<file path="config.mk">
export PLATFORM = sky130hd
export DESIGN_NAME = ce_mmio_regfile
export DESIGN_NICKNAME = d
export VERILOG_FILES = /design/src/rtl/ce_mmio_pkg.sv /design/src/rtl/ce_mmio_decode.sv /design/src/rtl/ce_gen_regs.sv /design/src/rtl/ce_chan_regs.sv /design/src/rtl/ce_mmio_regfile.sv
export SDC_FILE = /design/constraint.sdc
export NUM_CORES = 2
export LEC_CHECK = 0
export BUFFER_PORTS_ARGS = -buffer_cell sky130_fd_sc_hd__buf_2
export CAP_MARGIN = 20
export CELL_PAD_IN_SITES_DETAIL_PLACEMENT = 1
export CELL_PAD_IN_SITES_GLOBAL_PLACEMENT = 1
export CORE_AREA = 2 2 457 459
export DETAILED_ROUTE_END_ITERATION = 7
export DIE_AREA = 0 0 459 461
export PLACE_DENSITY_LB_ADDON = 0.3
export SYNTH_ARGS = -nofsm -noshare
export SYNTH_HDL_FRONTEND = slang
export SYNTH_SLANG_ARGS = --single-unit
</file>
<file path="constraint.sdc">
create_clock -name clk -period 55.5 [get_ports clk]
set_input_delay 2.775 -clock clk [delete_from_list [all_inputs] [get_ports clk]]
set_output_delay 2.775 -clock clk [all_outputs]
set_load 0.02 [all_outputs]
</file>
<file path="src/rtl/ce_mmio_pkg.sv">
`timescale 1ns/1ps
package ce_mmio_pkg;

  typedef enum logic [1:0] {
    SZ_B = 2'd0,
    SZ_H = 2'd1,
    SZ_W = 2'd2,
    SZ_D = 2'd3
  } acc_size_e;

  typedef enum logic [3:0] {
    RID_NONE, RID_CHCNT, RID_CAP, RID_INTR, RID_ATTN,
    RID_CTRL, RID_CMD, RID_STAT, RID_CHAIN, RID_CHAINHI,
    RID_CMPL, RID_CMPLHI, RID_ERR
  } reg_id_e;

  // general window offsets
  localparam logic [6:0] GOFF_CHCNT = 7'h00;
  localparam logic [6:0] GOFF_CAP   = 7'h01;
  localparam logic [6:0] GOFF_INTR  = 7'h02;
  localparam logic [6:0] GOFF_ATTN  = 7'h04;

  // channel window offsets
  localparam logic [6:0] COFF_CTRL    = 7'h00;
  localparam logic [6:0] COFF_CMD     = 7'h02;
  localparam logic [6:0] COFF_STAT    = 7'h08;
  localparam logic [6:0] COFF_CHAIN   = 7'h10;
  localparam logic [6:0] COFF_CHAINHI = 7'h14;
  localparam logic [6:0] COFF_CMPL    = 7'h18;
  localparam logic [6:0] COFF_CMPLHI  = 7'h1C;
  localparam logic [6:0] COFF_ERR     = 7'h20;

  localparam int CTRL_INUSE_BIT = 8;
  localparam int ATTN_W         = 32;
  localparam int ERR_W          = 32;

  function automatic int msb_index(input int v);
    int r;
    r = 0;
    for (int i = 0; i < 32; i++) begin
      if (((v >> i) & 1) != 0) r = i;
    end
    return r;
  endfunction

endpackage

</file>
<file path="src/rtl/ce_mmio_decode.sv">
`timescale 1ns/1ps
module ce_mmio_decode
  import ce_mmio_pkg::*;
#(
  parameter int NCHAN  = 4,
  parameter int ADDR_W = 12,
  parameter int IDX_W  = 2
) (
  input  logic [ADDR_W-1:0] addr,
  input  acc_size_e         size,
  output reg_id_e           rid,
  output logic [IDX_W-1:0]  chan_idx,
  output logic              legal
);
  localparam int WIN_W = ADDR_W - 7;

  logic [WIN_W-1:0] win;
  logic [WIN_W-1:0] widx;
  logic [6:0]       off;
  logic             size_ok;
  logic             in_range;

  assign win = addr[ADDR_W-1:7];
  assign off = addr[6:0];

  always_comb begin
    rid      = RID_NONE;
    size_ok  = 1'b0;
    in_range = 1'b1;
    widx     = win - WIN_W'(1);
    chan_idx = widx[IDX_W-1:0];
    if (win == '0) begin
      case (off)
        GOFF_CHCNT: begin rid = RID_CHCNT; size_ok = (size == SZ_B); end
        GOFF_CAP:   begin rid = RID_CAP;   size_ok = (size == SZ_B); end
        GOFF_INTR:  begin rid = RID_INTR;  size_ok = (size == SZ_B); end
        GOFF_ATTN:  begin rid = RID_ATTN;  size_ok = (size == SZ_W); end
        default:    rid = RID_NONE;
      endcase
    end else begin
      in_range = (32'(widx) < 32'(NCHAN));
      case (off)
        COFF_CTRL:    begin rid = RID_CTRL;    size_ok = (size == SZ_H); end
        COFF_CMD:     begin rid = RID_CMD;     size_ok = (size == SZ_B); end
        COFF_STAT:    begin rid = RID_STAT;    size_ok = (size == SZ_D); end
        COFF_CHAIN:   begin rid = RID_CHAIN;   size_ok = (size == SZ_W) || (size == SZ_D); end
        COFF_CHAINHI: begin rid = RID_CHAINHI; size_ok = (size == SZ_W); end
        COFF_CMPL:    begin rid = RID_CMPL;    size_ok = (size == SZ_W) || (size == SZ_D); end
        COFF_CMPLHI:  begin rid = RID_CMPLHI;  size_ok = (size == SZ_W); end
        COFF_ERR:     begin rid = RID_ERR;     size_ok = (size == SZ_W); end
        default:      rid = RID_NONE;
      endcase
    end
    legal = (rid != RID_NONE) && size_ok && in_range;
  end

endmodule

</file>
<file path="src/rtl/ce_gen_regs.sv">
`timescale 1ns/1ps
module ce_gen_regs
  import ce_mmio_pkg::*;
#(
  parameter int NCHAN    = 4,
  parameter int XFER_CAP = 4096
) (
  input  logic              clk,
  input  logic              rst_n,
  input  logic              acc_en,
  input  logic              acc_wr,
  input  reg_id_e           rid,
  input  logic [7:0]        wdata,
  input  logic [ATTN_W-1:0] attn_set,
  output logic [63:0]       rdata,
  output logic              intr_en
);
  localparam int CAP_MSB = msb_index(XFER_CAP);

  logic              wr, rd;
  logic              intr_q, intr_d, intr_ce;
  logic [ATTN_W-1:0] attn_q, attn_d;
  logic              attn_ce;

  assign wr = acc_en &&  acc_wr;
  assign rd = acc_en && !acc_wr;

  // next state
  always_comb begin
    intr_ce = (wr || rd) && (rid == RID_INTR);
    intr_d  = wr ? wdata[0] : 1'b0;
    attn_ce = (rd && (rid == RID_ATTN)) || (|attn_set);
    attn_d  = ((rd && (rid == RID_ATTN)) ? '0 : attn_q) | attn_set;
  end

  // registers
  always_ff @(posedge clk or negedge rst_n) begin
    if (!rst_n) begin
      intr_q <= 1'b0;
      attn_q <= '0;
    end else begin
      if (intr_ce) intr_q <= intr_d;
      if (attn_ce) attn_q <= attn_d;
    end
  end

  always_comb begin
    case (rid)
      RID_CHCNT: rdata = {56'd0, 8'(NCHAN)};
      RID_CAP:   rdata = {56'd0, 8'(CAP_MSB)};
      RID_INTR:  rdata = {63'd0, intr_q};
      RID_ATTN:  rdata = {{(64-ATTN_W){1'b0}}, attn_q};
      default:   rdata = '0;
    endcase
  end

  assign intr_en = intr_q;

  // a read of the interrupt byte leaves the enable cleared
  a_r4_read_clears_enable: assert property (@(posedge clk) disable iff (!rst_n)
    (rd && rid == RID_INTR) |=> !intr_en);

  // after a clearing read only the bits set in that cycle remain
  a_r3_read_clears_attn: assert property (@(posedge clk) disable iff (!rst_n)
    (rd && rid == RID_ATTN) |=> (attn_q == $past(attn_set)));

  // writes never clear attention bits
  a_r3_write_ignored: assert property (@(posedge clk) disable iff (!rst_n)
    (wr && rid == RID_ATTN) |=> ((attn_q & $past(attn_q)) == $past(attn_q)));

endmodule

</file>
<file path="src/rtl/ce_chan_regs.sv">
`timescale 1ns/1ps
module ce_chan_regs
  import ce_mmio_pkg::*;
(
  input  logic             clk,
  input  logic             rst_n,
  input  logic             acc_en,
  input  logic             acc_wr,
  input  reg_id_e          rid,
  input  acc_size_e        size,
  input  logic [63:0]      wdata,
  input  logic             busy,
  input  logic [63:0]      stat_in,
  input  logic [ERR_W-1:0] err_set,
  output logic [63:0]      rdata,
  output logic [15:0]      ctrl,
  output logic [63:0]      chain,
  output logic [63:0]      cmpl,
  output logic             cmd_pulse,
  output logic [7:0]       cmd_code
);
  localparam logic [15:0] INUSE_MASK = 16'(1) << CTRL_INUSE_BIT;

  logic             wr, rd;
  logic [15:0]      ctrl_q, ctrl_d;
  logic             ctrl_ce;
  logic [63:0]      chain_q, chain_d, cmpl_q, cmpl_d;
  logic             chain_ce, cmpl_ce;
  logic [ERR_W-1:0] err_q, err_d;
  logic             err_ce;
  logic [7:0]       cmd_q, cmd_d;
  logic             pend_q, pend_d, cmd_ce;
  logic             cmd_wr, err_wr;

  assign wr     = acc_en &&  acc_wr;
  assign rd     = acc_en && !acc_wr;
  assign cmd_wr = wr && (rid == RID_CMD);
  assign err_wr = wr && (rid == RID_ERR);

  // next state
  always_comb begin
    ctrl_ce = (wr || rd) && (rid == RID_CTRL);
    ctrl_d  = wr ? wdata[15:0] : (ctrl_q | INUSE_MASK);

    chain_ce = wr && ((rid == RID_CHAIN) || (rid == RID_CHAINHI));
    if (rid == RID_CHAINHI)  chain_d = {wdata[31:0], chain_q[31:0]};
    else if (size == SZ_D)   chain_d = wdata;
    else                     chain_d = {chain_q[63:32], wdata[31:0]};

    cmpl_ce = wr && ((rid == RID_CMPL) || (rid == RID_CMPLHI));
    if (rid == RID_CMPLHI)   cmpl_d = {wdata[31:0], cmpl_q[31:0]};
    else if (size == SZ_D)   cmpl_d = wdata;
    else                     cmpl_d = {cmpl_q[63:32], wdata[31:0]};

    err_ce = err_wr || (|err_set);
    err_d  = (err_wr ? (err_q & ~wdata[ERR_W-1:0]) : err_q) | err_set;

    cmd_ce = cmd_wr || pend_q;
    cmd_d  = cmd_wr ? wdata[7:0] : 8'd0;
    pend_d = cmd_wr;
  end

  // registers
  always_ff @(posedge clk or negedge rst_n) begin
    if (!rst_n) begin
      ctrl_q  <= '0;
      chain_q <= '0;
      cmpl_q  <= '0;
      err_q   <= '0;
      cmd_q   <= '0;
      pend_q  <= 1'b0;
    end else begin
      if (ctrl_ce)  ctrl_q  <= ctrl_d;
      if (chain_ce) chain_q <= chain_d;
      if (cmpl_ce)  cmpl_q  <= cmpl_d;
      if (err_ce)   err_q   <= err_d;
      if (cmd_ce) begin
        cmd_q  <= cmd_d;
        pend_q <= pend_d;
      end
    end
  end

  always_comb begin
    case (rid)
      RID_CTRL:    rdata = {48'd0, ctrl_q};
      RID_CMD:     rdata = {56'd0, cmd_q};
      RID_STAT:    rdata = stat_in | {63'd0, ~busy};
      RID_CHAIN:   rdata = (size == SZ_D) ? chain_q : {32'd0, chain_q[31:0]};
      RID_CHAINHI: rdata = {32'd0, chain_q[63:32]};
      RID_CMPL:    rdata = (size == SZ_D) ? cmpl_q : {32'd0, cmpl_q[31:0]};
      RID_CMPLHI:  rdata = {32'd0, cmpl_q[63:32]};
      RID_ERR:     rdata = {{(64-ERR_W){1'b0}}, err_q};
      default:     rdata = '0;
    endcase
  end

  assign ctrl      = ctrl_q;
  assign chain     = chain_q;
  assign cmpl      = cmpl_q;
  assign cmd_pulse = pend_q;
  assign cmd_code  = cmd_q;

  // the strobe lasts one cycle and the byte returns to zero behind it
  a_r8_cmd_self_clears: assert property (@(posedge clk) disable iff (!rst_n)
    (pend_q && !cmd_wr) |=> (!cmd_pulse && cmd_code == 8'd0));

  // a control read leaves the in-use bit set
  a_r5_inuse_after_read: assert property (@(posedge clk) disable iff (!rst_n)
    (rd && rid == RID_CTRL) |=> ctrl[CTRL_INUSE_BIT]);

  // a 4-byte write to the low half keeps the high half
  a_r6_low_write_keeps_high: assert property (@(posedge clk) disable iff (!rst_n)
    (wr && rid == RID_CHAIN && size == SZ_W) |=> (chain[63:32] == $past(chain[63:32])));

  // a high-half write keeps the low half
  a_r6_high_write_keeps_low: assert property (@(posedge clk) disable iff (!rst_n)
    (wr && rid == RID_CMPLHI) |=> (cmpl[31:0] == $past(cmpl[31:0])));

  // written ones are gone unless hardware set them again
  a_r7_w1c: assert property (@(posedge clk) disable iff (!rst_n)
    err_wr |=> ((err_q & $past(wdata[ERR_W-1:0]) & ~$past(err_set)) == '0));

endmodule

</file>
<file path="src/rtl/ce_mmio_regfile.sv">
`timescale 1ns/1ps
module ce_mmio_regfile
  import ce_mmio_pkg::*;
#(
  parameter int NCHAN    = 4,
  parameter int ADDR_W   = 12,
  parameter int XFER_CAP = 4096
) (
  input  logic                clk,
  input  logic                rst_n,
  input  logic                req_valid,
  input  logic                req_write,
  input  logic [ADDR_W-1:0]   req_addr,
  input  logic [1:0]          req_size,
  input  logic [63:0]         req_wdata,
  output logic                rsp_valid,
  output logic [63:0]         rsp_rdata,
  output logic                rsp_err,
  input  logic [ATTN_W-1:0]   attn_set,
  input  logic [NCHAN-1:0]    chan_busy,
  input  logic [NCHAN*64-1:0] chan_stat,
  input  logic [NCHAN*ERR_W-1:0] chan_err_set,
  output logic                intr_en,
  output logic [NCHAN-1:0]    cmd_pulse,
  output logic [NCHAN*8-1:0]  cmd_code,
  output logic [NCHAN*16-1:0] chan_ctrl,
  output logic [NCHAN*64-1:0] chain_addr,
  output logic [NCHAN*64-1:0] cmpl_addr
);
  localparam int IDX_W = (NCHAN > 1) ? $clog2(NCHAN) : 1;

  // reset: asserted asynchronously, released on the clock
  logic rst_s0, rst_sync_n;
  always_ff @(posedge clk or negedge rst_n) begin
    if (!rst_n) begin
      rst_s0     <= 1'b0;
      rst_sync_n <= 1'b0;
    end else begin
      rst_s0     <= 1'b1;
      rst_sync_n <= rst_s0;
    end
  end

  reg_id_e          dec_rid;
  logic [IDX_W-1:0] dec_idx;
  logic             dec_legal;
  logic             acc_ok, is_gen;
  logic [63:0]      gen_rdata;
  logic [63:0]      chan_rdata [NCHAN];
  logic [63:0]      rd_sel;

  ce_mmio_decode #(.NCHAN(NCHAN), .ADDR_W(ADDR_W), .IDX_W(IDX_W)) u_dec (
    .addr     (req_addr),
    .size     (acc_size_e'(req_size)),
    .rid      (dec_rid),
    .chan_idx (dec_idx),
    .legal    (dec_legal)
  );

  assign acc_ok = req_valid && dec_legal;
  assign is_gen = dec_rid inside {RID_CHCNT, RID_CAP, RID_INTR, RID_ATTN};

  ce_gen_regs #(.NCHAN(NCHAN), .XFER_CAP(XFER_CAP)) u_gen (
    .clk      (clk),
    .rst_n    (rst_sync_n),
    .acc_en   (acc_ok && is_gen),
    .acc_wr   (req_write),
    .rid      (dec_rid),
    .wdata    (req_wdata[7:0]),
    .attn_set (attn_set),
    .rdata    (gen_rdata),
    .intr_en  (intr_en)
  );

  for (genvar i = 0; i < NCHAN; i++) begin : g_chan
    ce_chan_regs u_chan (
      .clk       (clk),
      .rst_n     (rst_sync_n),
      .acc_en    (acc_ok && !is_gen && (dec_idx == IDX_W'(i))),
      .acc_wr    (req_write),
      .rid       (dec_rid),
      .size      (acc_size_e'(req_size)),
      .wdata     (req_wdata),
      .busy      (chan_busy[i]),
      .stat_in   (chan_stat[i*64 +: 64]),
      .err_set   (chan_err_set[i*ERR_W +: ERR_W]),
      .rdata     (chan_rdata[i]),
      .ctrl      (chan_ctrl[i*16 +: 16]),
      .chain     (chain_addr[i*64 +: 64]),
      .cmpl      (cmpl_addr[i*64 +: 64]),
      .cmd_pulse (cmd_pulse[i]),
      .cmd_code  (cmd_code[i*8 +: 8])
    );
  end

  assign rd_sel = is_gen ? gen_rdata : chan_rdata[dec_idx];

  // response: next state and register
  logic        rv_d, re_d;
  logic [63:0] rd_d;
  always_comb begin
    rv_d = req_valid;
    re_d = req_valid && !dec_legal;
    rd_d = (acc_ok && !req_write) ? rd_sel : 64'd0;
  end

  always_ff @(posedge clk or negedge rst_sync_n) begin
    if (!rst_sync_n) begin
      rsp_valid <= 1'b0;
      rsp_err   <= 1'b0;
      rsp_rdata <= '0;
    end else begin
      rsp_valid <= rv_d;
      rsp_err   <= re_d;
      rsp_rdata <= rd_d;
    end
  end

  // one response per request, one cycle later
  a_r11_rsp_follows_req: assert property (@(posedge clk) disable iff (!rst_sync_n)
    req_valid |=> rsp_valid);
  a_r11_no_spurious_rsp: assert property (@(posedge clk) disable iff (!rst_sync_n)
    !req_valid |=> !rsp_valid);

  // an error response carries no data
  a_r10_err_zero_data: assert property (@(posedge clk) disable iff (!rst_sync_n)
    rsp_err |-> (rsp_rdata == 64'd0));

  // at most one channel strobed at a time
  a_r8_single_pulse: assert property (@(posedge clk) disable iff (!rst_sync_n)
    $onehot0(cmd_pulse));

  // a rejected access never strobes a channel
  a_r1_bad_access_no_cmd: assert property (@(posedge clk) disable iff (!rst_sync_n)
    rsp_err |-> (cmd_pulse == '0));

endmodule

</file>
==> impl_metrics.json <==
{
  "status": "finished clean",
  "core_area_um2": 206000,
  "power_density_nw_per_um2": 27.6,
  "yosys_warnings": 0,
  "port_buffers": 1180,
  "synthMuxAreaShare_pct": 16.6,
  "clk_latency_ps": 780,
  "min_to": "rst_sync_n$_DFF_PN0_",
  "synth_xor_area_share_pct": 0,
  "synth_cells": 3999,
  "grt_max_degree": 160,
  "synth_top_family_by_area": "compound AO/OA/AOI/OAI gates",
  "io-pin-count": 1181,
  "gp_congestion": 0.955,
  "timing.hold.ws_ps": 349,
  "max_freq_ghz": 0.130,
  "grt_pass1_wl_um": 421000,
  "layout_min_cycle_time_ps": 7660,
  "vias_per_cell": 5.36,
  "grt_antenna_before_repair": 136,
  "cpMostUsedCell": "buf_4",
  "drc": 0,
  "layout_common_cells": "buf_2 (1179), dfrtp_1 (840), mux2_2 (555)",
  "cap_violations": 0,
  "clk_pin_slew_ps": 60,
  "drive_above_1_share_pct": 40.7,
  "n_fill_cell": 23600,
  "die-area_um2": 212000,
  "routed_wl_um": 327000,
  "cp.arrival_ps": 8350,
  "fp.dieH_um": 461,
  "slew_viol_final": 0,
  "required_ps": 56190,
  "rr_endpoint": "g_chan[3].u_chan.chain[34]$_DFFE_PN0P_",
  "post_cts_resized": 0,
  "finalSetupViolations": 0,
  "slew_headroom_pct": 3.93,
  "tns_ps": 0,
  "critPathTopFamily": "buffers and inverters",
  "die_w_um": 459,
  "synthesis.area_um2": 42300,
  "synth_flop_cell": "dfrtp_1",
  "synth_compound_area_share_pct": 18.9,
  "fin_ws_ps": 47840,
  "nNetsFinal": 5565,
  "fin_skew_ps": 40.0,
  "synth_adder_area_share_pct": 0.148,
  "grt_usage_pct": 29.7,
  "hold_class": "flip-flop to flip-flop",
  "tightest_slew_ps": 1440,
  "start_kind": "primary input",
  "layout_commonest_cell": "buf_2",
  "synth_seq_cells": 841,
  "first_iter_violations": 5043,
  "num_vias": 42500,
  "endpoint_kind": "flip-flop",
  "htree_levels": 3,
  "r2r_slack_ps": 51060,
  "seq_area_frac_synth_pct": 49.7,
  "first_global_vias": 41600,
  "post-route-period-util_pct": 13.8,
  "numCtsBuffers": 110,
  "cpMaxStageDelayCell": "buf_4",
  "criticalPathCategory": "primary input to flip-flop",
  "grt.overflow.total": 0,
  "ctsLongestPathBuffers": 3,
  "hpwl_um": 251000,
  "areaGrowthSynthToFinish_pct": 30.8,
  "rows": 167,
  "start_util_pct": 20.5,
  "vdd_drop_max_v": 0.0000223,
  "cts_tree": "done",
  "avgRoutedWirePerCell_um": 41.2,
  "place_ws_ps": 47230,
  "synth_edf_count": 0,
  "placed_cell_area_um2": 51200,
  "yosys.cell_types.count": 80,
  "path_cells": "buf_6 > inv_6 > ha_1 > or4b_1 > and3_2 > buf_4 > nand2_2 > nor2_4 > buf_4 > buf_4 > a221oi_1 > o21a_1 > a221o_1 > o22ai_1",
  "final_area_um2": 55300,
  "cts_hold_buffers": 0,
  "cts_setup_buffers": 0,
  "synthArstFlopShare_pct": 100,
  "hp-start": "rst_s0$_DFF_PN0_",
  "finalHoldViolCount": 0,
  "static-leakage-power_nw": 25.8,
  "worstPathMaxFanout": 73,
  "cp.buffers_inverters": 5,
  "ff2ff_path_depth": 4,
  "synth_simple_gate_area_share_pct": 10.3,
  "synth_nets": 4506,
  "r2r-start": "rst_sync_n$_DFF_PN0_",
  "grt_setup_unrepaired": "no",
  "drtAntennaViolNets": 0,
  "cts_root_buf": "clkbuf_16",
  "avgSynthCellArea_um2": 10.6,
  "first_pass_iters": 6,
  "clock-sinks": 841,
  "cp_slowest_stage_delay_ps": 830,
  "holdPathStages": 0
}
## worst max-delay path by stage
stage,startpoint,to,cells after the start,slack [ps]
floorplan,rst_sync_n$_DFF_PN0_,g_chan[0].u_chan.chain[0]$_DFFE_PN0P_,0,30320
global placement,req_addr[7],rsp_rdata[59]$_DFF_PN0_,14,47300
detailed placement,req_addr[7],rsp_rdata[53]$_DFF_PN0_,14,47230
CTS,req_addr[7],rsp_rdata[53]$_DFF_PN0_,14,48070
global route,req_addr[7],rsp_rdata[59]$_DFF_PN0_,14,47750
finish,req_addr[7],rsp_rdata[53]$_DFF_PN0_,14,47840
## area by class of cell
class	instances	area, um2	share of cell area, %
antenna	77	193	0.348
clock buffer	152	3160	5.71
clock inverter	50	778	1.41
inverter	87	332	0.599
multi-input combinational	2730	19700	35.6
sequential	841	21000	38.0
tap	2704	3380	6.11
timing repair buffer	1288	6770	12.2
## where the power goes
group          internal [mW]  total [mW]  switching (mW)
Clock                  0.477       0.800           0.323
Sequential             0.614       0.615         0.00118
Combinational         0.0321       0.111          0.0793
## registers in the layout, summed over array words and instances (netlist names)
register,cells
g_chan.u_chan.chain,256
g_chan.u_chan.cmd_code,32
g_chan.u_chan.cmd_pulse,4
g_chan.u_chan.cmpl,256
g_chan.u_chan.ctrl,64
g_chan.u_chan.err_q,128
rsp_err,1
rsp_rdata,64
rsp_valid,1
rst_s0,1
rst_sync_n,1
u_gen.attn_q,32
u_gen.intr_en,1
## layer usage
layer  vias to the layer above  track usage [%]  wire length (um)  part of all wire [%]
li1                      16900                -                 -                     -
met1                     22700             42.1            149000                    46
met4                        52             12.3             14900                   4.6
met2                      2351             42.0            133000                    41
met5                         -                0               344                  0.11
met3                       462             8.18             29200                   8.9
## Yosys cell counts (32+ instances only)
cell type | n | area, um2
nor2_1 | 76 | 285
mux2i_1 | 48 | 480
clkbuf_1 | 190 | 713
o211ai_1 | 33 | 248
nand2_1 | 461 | 1730
a221o_1 | 130 | 1300
dfrtp_1 | 841 | 21000
inv_1 | 85 | 319
a22oi_1 | 42 | 315
buf_2 | 116 | 581
nand3_1 | 59 | 295
mux2_2 | 555 | 6250
o21a_1 | 33 | 248
o21ai_0 | 261 | 1310
a21oi_1 | 356 | 1780
nand2b_1 | 180 | 1130
a21o_1 | 32 | 240
a221oi_1 | 182 | 1590
## kinds of logic (layout without fill, tap and decap cells)
kind of cell,count (synthesis),in the layout
AND/OR/NAND/NOR,906,906
AO/OA/AOI/OAI,1189,1189
flip-flops,841,841
buffers and inverters,428,1577
adder cells (fa/ha/maj),5,5
other,1,78
multiplexers,629,629
## per-stage QoR
stage,utilization (%),instances,total power [mW]
floorplan,-,3999,0.672
global placement,24.8,7649,0.736
detailed placement,24.8,7650,0.736
CTS,26.7,7852,1.54
global route,26.8,7885,1.57
finish,26.8,7929,1.53
(Power assumes the default switching activity.)
